==> src/rtl/fseq_pkg.sv <==
`timescale 1ns/1ps
package fseq_pkg;

  typedef enum logic {
    STEP4 = 1'b0,
    STEP5 = 1'b1
  } step_mode_e;

  typedef enum logic [1:0] {
    HS_IDLE  = 2'd0,
    HS_INIT  = 2'd1,
    HS_WAIT  = 2'd2,
    HS_READY = 2'd3
  } hs_state_e;

endpackage

==> src/rtl/fseq_align.sv <==
`timescale 1ns/1ps
module fseq_align
  import fseq_pkg::*;
(
  input  logic       clk,
  input  logic       rst_n,
  input  logic       wr_en,
  input  logic       wr_five_step,
  input  logic       wr_irq_inhibit,
  input  logic       odd_tick,
  output logic       apply,
  output step_mode_e cur_mode,
  output step_mode_e next_mode,
  output logic       inhibit,
  output logic       inh_clr
);

  hs_state_e  state_q, state_d;
  step_mode_e pend_q, pend_d;
  step_mode_e mode_q, mode_d;
  logic       inh_q, inh_d;

  // alignment sequence; a fresh write always restarts it
  always_comb begin
    state_d = state_q;
    apply   = 1'b0;
    if (wr_en) begin
      state_d = HS_INIT;
    end else begin
      unique case (state_q)
        HS_INIT:  state_d = HS_WAIT;
        HS_WAIT:  if (odd_tick) state_d = HS_READY;
        HS_READY: begin
          state_d = HS_IDLE;
          apply   = 1'b1;
        end
        default:  state_d = HS_IDLE;
      endcase
    end
  end

  always_comb begin
    pend_d  = pend_q;
    inh_d   = inh_q;
    mode_d  = mode_q;
    inh_clr = wr_en & wr_irq_inhibit;
    if (wr_en) begin
      pend_d = wr_five_step ? STEP5 : STEP4;
      inh_d  = wr_irq_inhibit;
    end
    if (apply) begin
      mode_d = pend_q;
    end
  end

  always_ff @(posedge clk or negedge rst_n) begin
    if (!rst_n) begin
      state_q <= HS_INIT;
      pend_q  <= STEP4;
      mode_q  <= STEP4;
      inh_q   <= 1'b0;
    end else begin
      state_q <= state_d;
      pend_q  <= pend_d;
      mode_q  <= mode_d;
      inh_q   <= inh_d;
    end
  end

  assign cur_mode  = mode_q;
  assign next_mode = pend_q;
  assign inhibit   = inh_q;

  // ready is only entered from an odd tick, so parity has flipped to even
  p_ready_after_odd_r7: assert property (@(posedge clk) disable iff (!rst_n)
    (state_q == HS_READY) |-> !odd_tick);

  // a write is reflected in the pending layout on the next cycle
  p_write_latch_r6: assert property (@(posedge clk) disable iff (!rst_n)
    wr_en |=> (next_mode == $past(wr_five_step ? STEP5 : STEP4)) && (inhibit == $past(wr_irq_inhibit)));

endmodule

==> src/rtl/fseq_position.sv <==
`timescale 1ns/1ps
module fseq_position
  import fseq_pkg::*;
#(
  parameter int POS_W = 16,
  parameter int END4  = 29829,
  parameter int END5  = 37281
) (
  input  logic             clk,
  input  logic             rst_n,
  input  logic             apply,
  input  step_mode_e       cur_mode,
  output logic [POS_W-1:0] pos,
  output logic             odd_tick,
  output logic             fresh
);

  localparam logic [POS_W-1:0] LAST4 = POS_W'(END4);
  localparam logic [POS_W-1:0] LAST5 = POS_W'(END5);

  logic [POS_W-1:0] pos_q, pos_d;
  logic             par_q, par_d;
  logic             fresh_q, fresh_d;
  logic [POS_W-1:0] last;

  always_comb begin
    last    = (cur_mode == STEP5) ? LAST5 : LAST4;
    fresh_d = apply;
    if (apply) begin
      pos_d = '0;
      par_d = 1'b0;
    end else begin
      pos_d = (pos_q == last) ? '0 : pos_q + POS_W'(1);
      par_d = ~par_q;
    end
  end

  always_ff @(posedge clk or negedge rst_n) begin
    if (!rst_n) begin
      pos_q   <= '0;
      par_q   <= 1'b0;
      fresh_q <= 1'b1;
    end else begin
      pos_q   <= pos_d;
      par_q   <= par_d;
      fresh_q <= fresh_d;
    end
  end

  assign pos      = pos_q;
  assign odd_tick = par_q;
  assign fresh    = fresh_q;

  // position stays inside the active frame
  p_pos_range_r2: assert property (@(posedge clk) disable iff (!rst_n)
    (cur_mode == STEP4) |-> (pos <= LAST4));

  // apply restarts position and parity
  p_apply_restart_r7: assert property (@(posedge clk) disable iff (!rst_n)
    apply |=> (pos == '0) && !odd_tick && fresh);

endmodule

==> src/rtl/fseq_strobe.sv <==
`timescale 1ns/1ps
module fseq_strobe
  import fseq_pkg::*;
#(
  parameter int POS_W     = 16,
  parameter int Q1        = 7457,
  parameter int Q2        = 14913,
  parameter int Q3        = 22371,
  parameter int END4      = 29829,
  parameter int END5      = 37281,
  parameter int SUPP_W    = 2,
  parameter int SUPP_LOAD = 2
) (
  input  logic             clk,
  input  logic             rst_n,
  input  logic [POS_W-1:0] pos,
  input  step_mode_e       cur_mode,
  input  logic             apply,
  input  step_mode_e       next_mode,
  output logic             qtr_pulse,
  output logic             half_pulse
);

  localparam logic [POS_W-1:0]  P_Q1   = POS_W'(Q1);
  localparam logic [POS_W-1:0]  P_Q2   = POS_W'(Q2);
  localparam logic [POS_W-1:0]  P_Q3   = POS_W'(Q3);
  localparam logic [POS_W-1:0]  P_E4   = POS_W'(END4);
  localparam logic [POS_W-1:0]  P_E5   = POS_W'(END5);
  localparam logic [SUPP_W-1:0] S_LOAD = SUPP_W'(SUPP_LOAD);

  logic              end_hit, mid_hit, q_hit, h_hit, imm_half;
  logic              qtr_q, half_q;
  logic [SUPP_W-1:0] supp_q, supp_d;

  always_comb begin
    end_hit  = ((cur_mode == STEP4) && (pos == P_E4)) ||
               ((cur_mode == STEP5) && (pos == P_E5));
    mid_hit  = (pos == P_Q1) || (pos == P_Q2) || (pos == P_Q3);
    // the apply tick discards the old position, so nothing decodes there
    q_hit    = !apply && (mid_hit || end_hit);
    h_hit    = !apply && ((pos == P_Q2) || end_hit);
    imm_half = apply && (next_mode == STEP5) && (supp_q == '0);
    if (q_hit || imm_half) begin
      supp_d = S_LOAD;
    end else if (supp_q != '0) begin
      supp_d = supp_q - SUPP_W'(1);
    end else begin
      supp_d = supp_q;
    end
  end

  always_ff @(posedge clk or negedge rst_n) begin
    if (!rst_n) begin
      qtr_q  <= 1'b0;
      half_q <= 1'b0;
      supp_q <= '0;
    end else begin
      qtr_q  <= q_hit;
      half_q <= h_hit || imm_half;
      supp_q <= supp_d;
    end
  end

  assign qtr_pulse  = qtr_q;
  assign half_pulse = half_q;

  // quarter pulses last one cycle
  p_qtr_single_r5: assert property (@(posedge clk) disable iff (!rst_n)
    qtr_pulse |=> !qtr_pulse);

  // a positional half pulse always comes with a quarter pulse
  p_half_with_qtr_r4: assert property (@(posedge clk) disable iff (!rst_n)
    (half_pulse && !$past(apply)) |-> qtr_pulse);

  // an apply inside the suppression window gives no half pulse
  p_imm_blocked_r8: assert property (@(posedge clk) disable iff (!rst_n)
    (apply && (supp_q != '0)) |=> !half_pulse);

endmodule

==> src/rtl/fseq_irq.sv <==
`timescale 1ns/1ps
module fseq_irq
  import fseq_pkg::*;
#(
  parameter int POS_W = 16,
  parameter int END4  = 29829
) (
  input  logic             clk,
  input  logic             rst_n,
  input  logic [POS_W-1:0] pos,
  input  step_mode_e       cur_mode,
  input  logic             inhibit,
  input  logic             fresh,
  input  logic             apply,
  input  logic             irq_ack,
  input  logic             stat_rd,
  input  logic             inh_clr,
  output logic             frame_irq
);

  localparam logic [POS_W-1:0] P_LAST = POS_W'(END4);
  localparam logic [POS_W-1:0] P_PREV = POS_W'(END4 - 1);

  logic flag_q, flag_d;
  logic set_hit, clr_hit;

  always_comb begin
    set_hit = !apply && (cur_mode == STEP4) && !inhibit &&
              ((pos == P_PREV) || (pos == P_LAST) || ((pos == '0) && !fresh));
    clr_hit = irq_ack || stat_rd || inh_clr;
    flag_d  = clr_hit ? 1'b0 : (flag_q || set_hit);
  end

  always_ff @(posedge clk or negedge rst_n) begin
    if (!rst_n) begin
      flag_q <= 1'b0;
    end else begin
      flag_q <= flag_d;
    end
  end

  assign frame_irq = flag_q;

  // any clear source wins in the following cycle
  p_irq_clear_r10: assert property (@(posedge clk) disable iff (!rst_n)
    (irq_ack || stat_rd || inh_clr) |=> !frame_irq);

  // the flag only rises in the four-event layout with interrupts allowed
  p_irq_rise_r11: assert property (@(posedge clk) disable iff (!rst_n)
    $rose(frame_irq) |-> (cur_mode == STEP4) && !inhibit);

endmodule

==> src/rtl/frame_sequencer.sv <==
`timescale 1ns/1ps
module frame_sequencer
  import fseq_pkg::*;
#(
  parameter int POS_W     = 16,
  parameter int Q1        = 7457,
  parameter int Q2        = 14913,
  parameter int Q3        = 22371,
  parameter int END4      = 29829,
  parameter int END5      = 37281,
  parameter int SUPP_W    = 2,
  parameter int SUPP_LOAD = 2
) (
  input  logic clk,
  input  logic rst_n,
  input  logic wr_en,
  input  logic wr_five_step,
  input  logic wr_irq_inhibit,
  input  logic irq_ack,
  input  logic stat_rd,
  output logic qtr_pulse,
  output logic half_pulse,
  output logic frame_irq
);

  logic             apply;
  step_mode_e       cur_mode;
  step_mode_e       next_mode;
  logic             inhibit;
  logic             inh_clr;
  logic [POS_W-1:0] pos;
  logic             odd_tick;
  logic             fresh;

  fseq_align u_align (
    .clk            (clk),
    .rst_n          (rst_n),
    .wr_en          (wr_en),
    .wr_five_step   (wr_five_step),
    .wr_irq_inhibit (wr_irq_inhibit),
    .odd_tick       (odd_tick),
    .apply          (apply),
    .cur_mode       (cur_mode),
    .next_mode      (next_mode),
    .inhibit        (inhibit),
    .inh_clr        (inh_clr)
  );

  fseq_position #(
    .POS_W (POS_W),
    .END4  (END4),
    .END5  (END5)
  ) u_position (
    .clk      (clk),
    .rst_n    (rst_n),
    .apply    (apply),
    .cur_mode (cur_mode),
    .pos      (pos),
    .odd_tick (odd_tick),
    .fresh    (fresh)
  );

  fseq_strobe #(
    .POS_W     (POS_W),
    .Q1        (Q1),
    .Q2        (Q2),
    .Q3        (Q3),
    .END4      (END4),
    .END5      (END5),
    .SUPP_W    (SUPP_W),
    .SUPP_LOAD (SUPP_LOAD)
  ) u_strobe (
    .clk        (clk),
    .rst_n      (rst_n),
    .pos        (pos),
    .cur_mode   (cur_mode),
    .apply      (apply),
    .next_mode  (next_mode),
    .qtr_pulse  (qtr_pulse),
    .half_pulse (half_pulse)
  );

  fseq_irq #(
    .POS_W (POS_W),
    .END4  (END4)
  ) u_irq (
    .clk       (clk),
    .rst_n     (rst_n),
    .pos       (pos),
    .cur_mode  (cur_mode),
    .inhibit   (inhibit),
    .fresh     (fresh),
    .apply     (apply),
    .irq_ack   (irq_ack),
    .stat_rd   (stat_rd),
    .inh_clr   (inh_clr),
    .frame_irq (frame_irq)
  );

  // outputs stay quiet on the first cycle out of reset
  p_reset_quiet_r1: assert property (@(posedge clk) disable iff (!rst_n)
    $rose(rst_n) |-> !qtr_pulse && !half_pulse && !frame_irq);

endmodule

==> config.mk <==
export PLATFORM = sky130hd
export DESIGN_NAME = frame_sequencer
export DESIGN_NICKNAME = d
export VERILOG_FILES = /design/src/rtl/fseq_pkg.sv /design/src/rtl/fseq_align.sv /design/src/rtl/fseq_position.sv /design/src/rtl/fseq_strobe.sv /design/src/rtl/fseq_irq.sv /design/src/rtl/frame_sequencer.sv
export SDC_FILE = /design/constraint.sdc
export NUM_CORES = 1
export LEC_CHECK = 0
export BUFFER_PORTS_ARGS = -buffer_cell sky130_fd_sc_hd__buf_4
export CAP_MARGIN = 20
export CORE_AREA = 2 2 57 64
export DETAILED_ROUTE_END_ITERATION = 12
export DIE_AREA = 0 0 59 66
export PLACE_DENSITY = 0.75
export SYNTH_ARGS = -nofsm -noshare
export SYNTH_HDL_FRONTEND = slang
export SYNTH_SLANG_ARGS = --single-unit
==> constraint.sdc <==
create_clock -name clk -period 1.93 [get_ports clk]
set_input_delay 0 -clock clk [delete_from_list [all_inputs] [get_ports clk]]
set_output_delay 0 -clock clk [all_outputs]
set_load 0.02 [all_outputs]
### Yosys cells after proc, flatten, opt, wreduce, memory -nomap -nowiden

Index checks and enable logic that the tools add are counted.

* register bits after elaboration: 28
* word-level logic and storage cells: 69
* output and inout bits: 3
* input bits: 7

* bitwise gates (word level): 3
* mux-type cells: 13
* add/sub/neg operators: 2
* equal/unequal tests: 11
* reductions and logical operators: 29

Operators with widths (count)
* 16-bit by 15-bit == test with 1-bit output, second input constant: 3
* 16-bit two-way mux: 3
* 16-bit by 1-bit adder with 16-bit output, second input constant: 1
* 16-bit by 13-bit == test with 1-bit output, second input constant: 1
* 16-bit by 14-bit == test with 1-bit output, second input constant: 1
* 16-bit == test: 1
* 16-bit == test, second input constant: 1
* 16-bit zero test: 1
* 1-bit logical OR: 12
* 1-bit logical AND: 10
* 2-bit two-way mux: 4
* 1-bit two-way mux: 5
* 2-bit == test, second input constant: 2
* 2-bit case mux with 2 select lines: 1
* 2-bit nonzero test: 2
* 1-bit zero test: 3
* 3-bit by 2-bit != test with 1-bit output, second input constant: 1
* 2-bit by 1-bit == test with 1-bit output, second input constant: 1
* 2-bit zero test: 1
* 1-bit NOT: 2
* 2-bit by 1-bit subtractor with 2-bit output, second input constant: 1
* 1-bit bitwise AND: 1

### Longest topological paths before layout

* depth after elaboration: 9
* gate-level depth with buffers: 7
* depth with buffers taken out: 6

### Hierarchy

From an unflattened synthesis, not the netlist that was laid out.

* cell total of the unflattened synthesis: 164
* area, all modules: 1711.6 sq um

By module, submodules not included
* fseq_position: cells an instance 90, seq. area each 451.7 sq um, area an instance 919.6 sq um, instances 1
* fseq_strobe: cells an instance 42, seq. area each 100.1 sq um, area an instance 399.1 sq um, instances 1
* fseq_align: cells an instance 21, seq. area each 126.4 sq um, area an instance 280.3 sq um, instances 1
* fseq_irq: cells an instance 11, seq. area each 25.0 sq um, area an instance 112.6 sq um, instances 1

### Worst setup path before layout

OpenSTA, ideal clock, no wires.

* kind: flip-flop to flip-flop
* start point: register u_align.state_q[0]
* end point: register u_strobe.supp_q[1]
* arrival: 1.669 ns
* clock period less this slack: 1.808 ns
* data required time: 1.791 ns
* buffers on the path: 1
* setup time: 0.139 ns
* cell stages (with the launch flop): 7
* slack: 0.122 ns
* cell sequence: dfstp_2 > ha_1 > nor2b_1 > clkbuf_1 > nor4_1 > o2111a_1 > or4_1

* word-level cells in the longest chain between the ends: 7
* elaborated cells between the ends (all ways): 10
* those cells by class: eq/ne (1); mux (3); reduce/logical (6)

Ends and longest elaborated chain
* from (decl): line fseq_align.sv:18 `hs_state_e state_q, state_d;`
* from (signal assigned): line fseq_align.sv:63 `state_q <= state_d;`
* 2-bit == test *: line fseq_align.sv:30 `unique case (state_q)`
* 1-bit two-way mux *: line fseq_align.sv:30
* 1-bit two-way mux *: line fseq_align.sv:27 `if (wr_en) begin`
* 1-bit zero test / 1-bit logical AND (equally long branches): line fseq_strobe.sv:40, fseq_strobe.sv:42
* 1-bit logical AND (on tied branches): line fseq_strobe.sv:40, fseq_strobe.sv:42
* 1-bit logical OR *: line fseq_strobe.sv:43 `if (q_hit || imm_half) begin`
* 2-bit two-way mux / 2-bit nonzero test (equally long branches)
* to (signal assigned): line fseq_strobe.sv:60 `supp_q <= supp_d;`
* to (decl): line fseq_strobe.sv:33 `logic [SUPP_W-1:0] supp_q, supp_d;`

Mark *: on every way between the ends. The rest lies on a longest branch, timed or not.
A chain may end at the register's enable or synchronous reset.

### Worst setup path after layout

* start point: register u_position.pos_q[0] (netlist: u_position.pos[0])
* end point: register u_strobe.supp_q[1]

* word-level cells in the longest chain between the ends: 7
* elaborated cells between the ends (all ways): 15
* those cells by class: eq/ne (5); mux (1); reduce/logical (9)

Ends and longest elaborated chain
* from (decl): line fseq_position.sv:21 `logic [POS_W-1:0] pos_q, pos_d;`
* from (signal assigned): line fseq_position.sv:44 `pos_q <= pos_d;`
* 16-bit by 13-bit == test with 1-bit output, or another cell as far along: line fseq_strobe.sv:38 `mid_hit = (pos == P_Q1) || (pos == P_Q2) || (pos == P_Q3);`
* 1-bit logical OR, or another cell as far along: line fseq_strobe.sv:38
* 1-bit logical OR (on tied branches): line fseq_strobe.sv:38, fseq_strobe.sv:36
* 1-bit logical OR *: line fseq_strobe.sv:40 `q_hit = !apply && (mid_hit || end_hit);`
* 1-bit logical AND *: line fseq_strobe.sv:40
* 1-bit logical OR *: line fseq_strobe.sv:43
* 2-bit two-way mux / 2-bit nonzero test (equally long branches)

Marks and branches as above.

==> summary.txt <==
Critical path
  • CP Launch Point: u_position.pos[0]
  • Levels on crit path: 5
  • CP max FO: 5
  • CP peak stage delay: 520 ps
  • Reg2reg setup slack: 60 ps
  • Setup crit end kind: flip-flop
  • Worst path buffer plus inverter count: 0
  • Reg-to-reg critical path endpoint: u_strobe.supp_q[1]
  • Critical path, cell by cell: ha_1, and4bb_2, nand4_1, o22ai_1, or4_1
  • CP top delay family: simple AND/OR/NAND/NOR gates
  • FF-to-FF Start: u_position.pos[0]
  • Reg2reg path depth: 5
  • Slowest-stage cell, CP: or4_1
  • Critical Path Start Type: flip-flop
  • Worst Path Required: roughly 2200 ps
  • Critical Path Sink: u_strobe.supp_q[1]
  • CP Class: reg -> reg
  • CP Data Arrival Time: roughly 2100 ps

Pwr
  • Sw power: ~0.71 mW
  • Clock network power share: 0.151
  • PwrDens: 980.2 nW/um2
  • Leakage: between 0.8 and 0.9 nW
  • Max VDD drop: around 720 uV
  • Comb power frac: 0.389
  • Internal power: 1.212 mW
  • Switching Share: 0.3692
  • Flop pwr share: 0.460

Yosys
  • Post-synth EDFFs: 0
  • Post-Syn Instances: about 170
  • Synth Flop Type: dfrtp_1
  • Synth area leader: dfrtp_1
  • Synth top area share: 0.3883
  • YS warnings: 0
  • Syn Nets: 187
  • Most common cell in the netlist: dfrtp_1
  • Async SR Flop Fraction: 1.000
  • Synth cell count leaders: 26 x dfrtp_1, 17 x nor3_1, 11 x inv_1, 11 x nand2_1, 11 x xnor2_1
  • Seq/Total Area, Yosys: 0.4197
  • Mean area per synthesized cell: approximately 9.7 um2
  • Synth top area cells: dfrtp_1 39%, xnor2_1 5.8%, ha_1 5.2%
  • Mapped Area: 1675 um2
  • Synth Register Bits: 28
  • Unique cell type count in the Yosys netlist: 46

Drt
  • Remaining DRCs: 0
  • Drt wl/cell: 16.07 um
  • Post-DRT Antenna Nets: 0
  • Drt initial violations: 80
  • Post-Route WL: 3.760 mm
  • Vias per inst: 6.115
  • DR vias: between 1000 and 1500
  • Pre-antenna DRT Iters: 5

CTS
  • Deepest clock path buffer count: 2
  • H-tree Lvls: 1
  • # clock sinks: 28
  • Worst skew pair latency: 330 ps
  • CTS tree: done
  • Clock Root Buffer: clkbuf_4
  • CTS Buf Count: 3
  • Clk slew on worst S/H paths: about 150 ps

Die
  • Die Wd: 59 um
  • DIE AREA: 3894 um2
  • Initial Utilization: 0.5158
  • IO Pins: 10
  • Core area: 3248 um2
  • Die H: 66 um
  • Rows: 22

STA
  • Rel. slew slack: 0.6348
  • Fmax achieved: ~540 MHz
  • Final setup vio count: 0
  • Worst Clk Skew: 5.011 ps
  • Slew Limit Fails: 0
  • Hold WS: 92.24 ps
  • Final hold vios: 0
  • Setup TNS: 0 ps
  • Worst-margin pin slew: 540.4 ps
  • Final min period: 1866 ps
  • Final period util: 0.9668

Final layout
  • FF/Latch Area: between 700 and 800 um2
  • Footprint of the multi-input gates: 864.6 um2
  • Fraction of layout cells with a size suffix above 1: 0.2677
  • Fillers: roughly 270
  • Diodes inserted: 0
  • # nets final: ~210
  • Syn-to-layout area delta: 16.95%

Place
  • IO Port Bufs: 9
  • Dpl hpwl: 2.683 mm
  • GPL Wtd Cong: 0.9180

GRT
  • Total grt overflow: 0
  • GRT Total Usage: 0.2283
  • First-pass GRT wire length: around 6.8 mm
  • Initial antenna violation count: 0
  • Vias in the first global route: 1547
  • Largest net degree at the start of global routing: 29

Worst hold path
  • Hold crit path type: in -> async

Flow run
  • Max-cap violations: 0

Outcome
  • Outcome: finished clean
## worst register-to-register path, cell delays in order (launching register included)
cell and delay, ps:
dfrtp_2 460, ha_1 260, and4bb_2 270, nand4_1 130, o22ai_1 120, or4_1 520
## registers in the layout, indices dropped and copies added, names as in the netlist
signal	count
u_align.cur_mode	1
u_align.inhibit	1
u_align.next_mode	1
u_align.state_q	2
u_irq.frame_irq	1
u_position.fresh	1
u_position.odd_tick	1
u_position.pos	16
u_strobe.half_pulse	1
u_strobe.qtr_pulse	1
u_strobe.supp_q	2
## through the flow
stage          power (mW)    util  setup slack [ps]  instance area, um2  instances
3_5_place_dp        1.575  0.5647             73.75                1834        222
2_1_floorplan       1.366       -             122.3                1675        173
4_1_cts             1.880  0.5944             36.88                1931        232
5_1_grt             2.069  0.6032            -7.968                1959        234
3_3_place_gp        1.519  0.5647             124.9                1834        222
6_report            1.921  0.6032             64.10                1959        234
## power by group through the flow
| stage | Combinational, mW | Sequential [mW] | Clock [mW] |
|---|---|---|---|
| after floorplan | 0.534 | 0.832 | 0 |
| after global placement | 0.641 | 0.879 | 0 |
| after CTS | 0.704 | 0.877 | 0.298 |
| after global routing | 0.844 | 0.906 | 0.318 |
| final | 0.748 | 0.883 | 0.290 |
| after detailed placement | 0.684 | 0.891 | 0 |
## worst min-delay path by stage
stage,from,cells past startpoint,slack (ps),to
2_1_floorplan,rst_n,0,-300,u_align.cur_mode
3_3_place_gp,rst_n,1,-70,u_position.pos[11]
3_5_place_dp,rst_n,1,-60,u_position.pos[10]
4_1_cts,rst_n,2,100,u_position.pos[10]
5_1_grt,rst_n,2,120,u_position.pos[10]
6_report,rst_n,2,90,u_position.pos[10]
## layout by cell type, fill, tap and decap left out, drive strengths merged, types with 2 or more instances in the layout
cell type,netlist,routed
dfstp,2,2
mux2,2,2
o21ai,2,2
ha,7,7
a211oi,4,4
or4,5,5
a21oi,2,2
nor4bb,3,3
xor2,2,2
o211ai,2,2
inv,11,11
nor2b,2,2
dfrtp,26,26
and4,2,2
o31ai,2,2
nor4,8,8
nand2,11,11
nand4,7,7
nand3,5,5
xnor2,11,11
clkbuf,3,4
nor4b,4,4
or2,4,4
nor2,8,8
nor3,17,17
and3,2,2
buf,9,27
dlygate4sd3,0,6
## layout make-up
cell class	instances	share of cell area
repair buffers	33	0.1341
flip-flops and latches	28	0.3621
well taps	36	0.02299
multi-input cells	122	0.4413
inverters	11	0.02107
clock buffers	4	0.01852
## layer usage
metal  wire (um)  vias to the layer above  track usage
met5           0                        -            0
met4          76                        0       0.1051
met3         197                        9      0.03131
met2        1972                       61       0.4000
met1        1514                      685       0.2720
li1            -                      676            -
## timing repair
| item | 4_1_cts | 5_1_grt |
|---|---|---|
| hold buffers | 6 | 0 |
| setup buffers | 0 | 2 |
| resized for setup | 0 | 7 |
| endpoints found under the setup margin | 0 | 5 |
| hold endpoints to repair | 34 | 0 |
## cells by family after synthesis
logic type	count (synthesis)	synth area share
mux	2	0.01344
xor+xnor	13	0.06796
flops	28	0.4197
compound gates	16	0.07020
fa+ha+maj	7	0.05228
simple gates	84	0.3077
buf+inv	23	0.06870
Note: power is estimated with default switching activity, not from simulation.
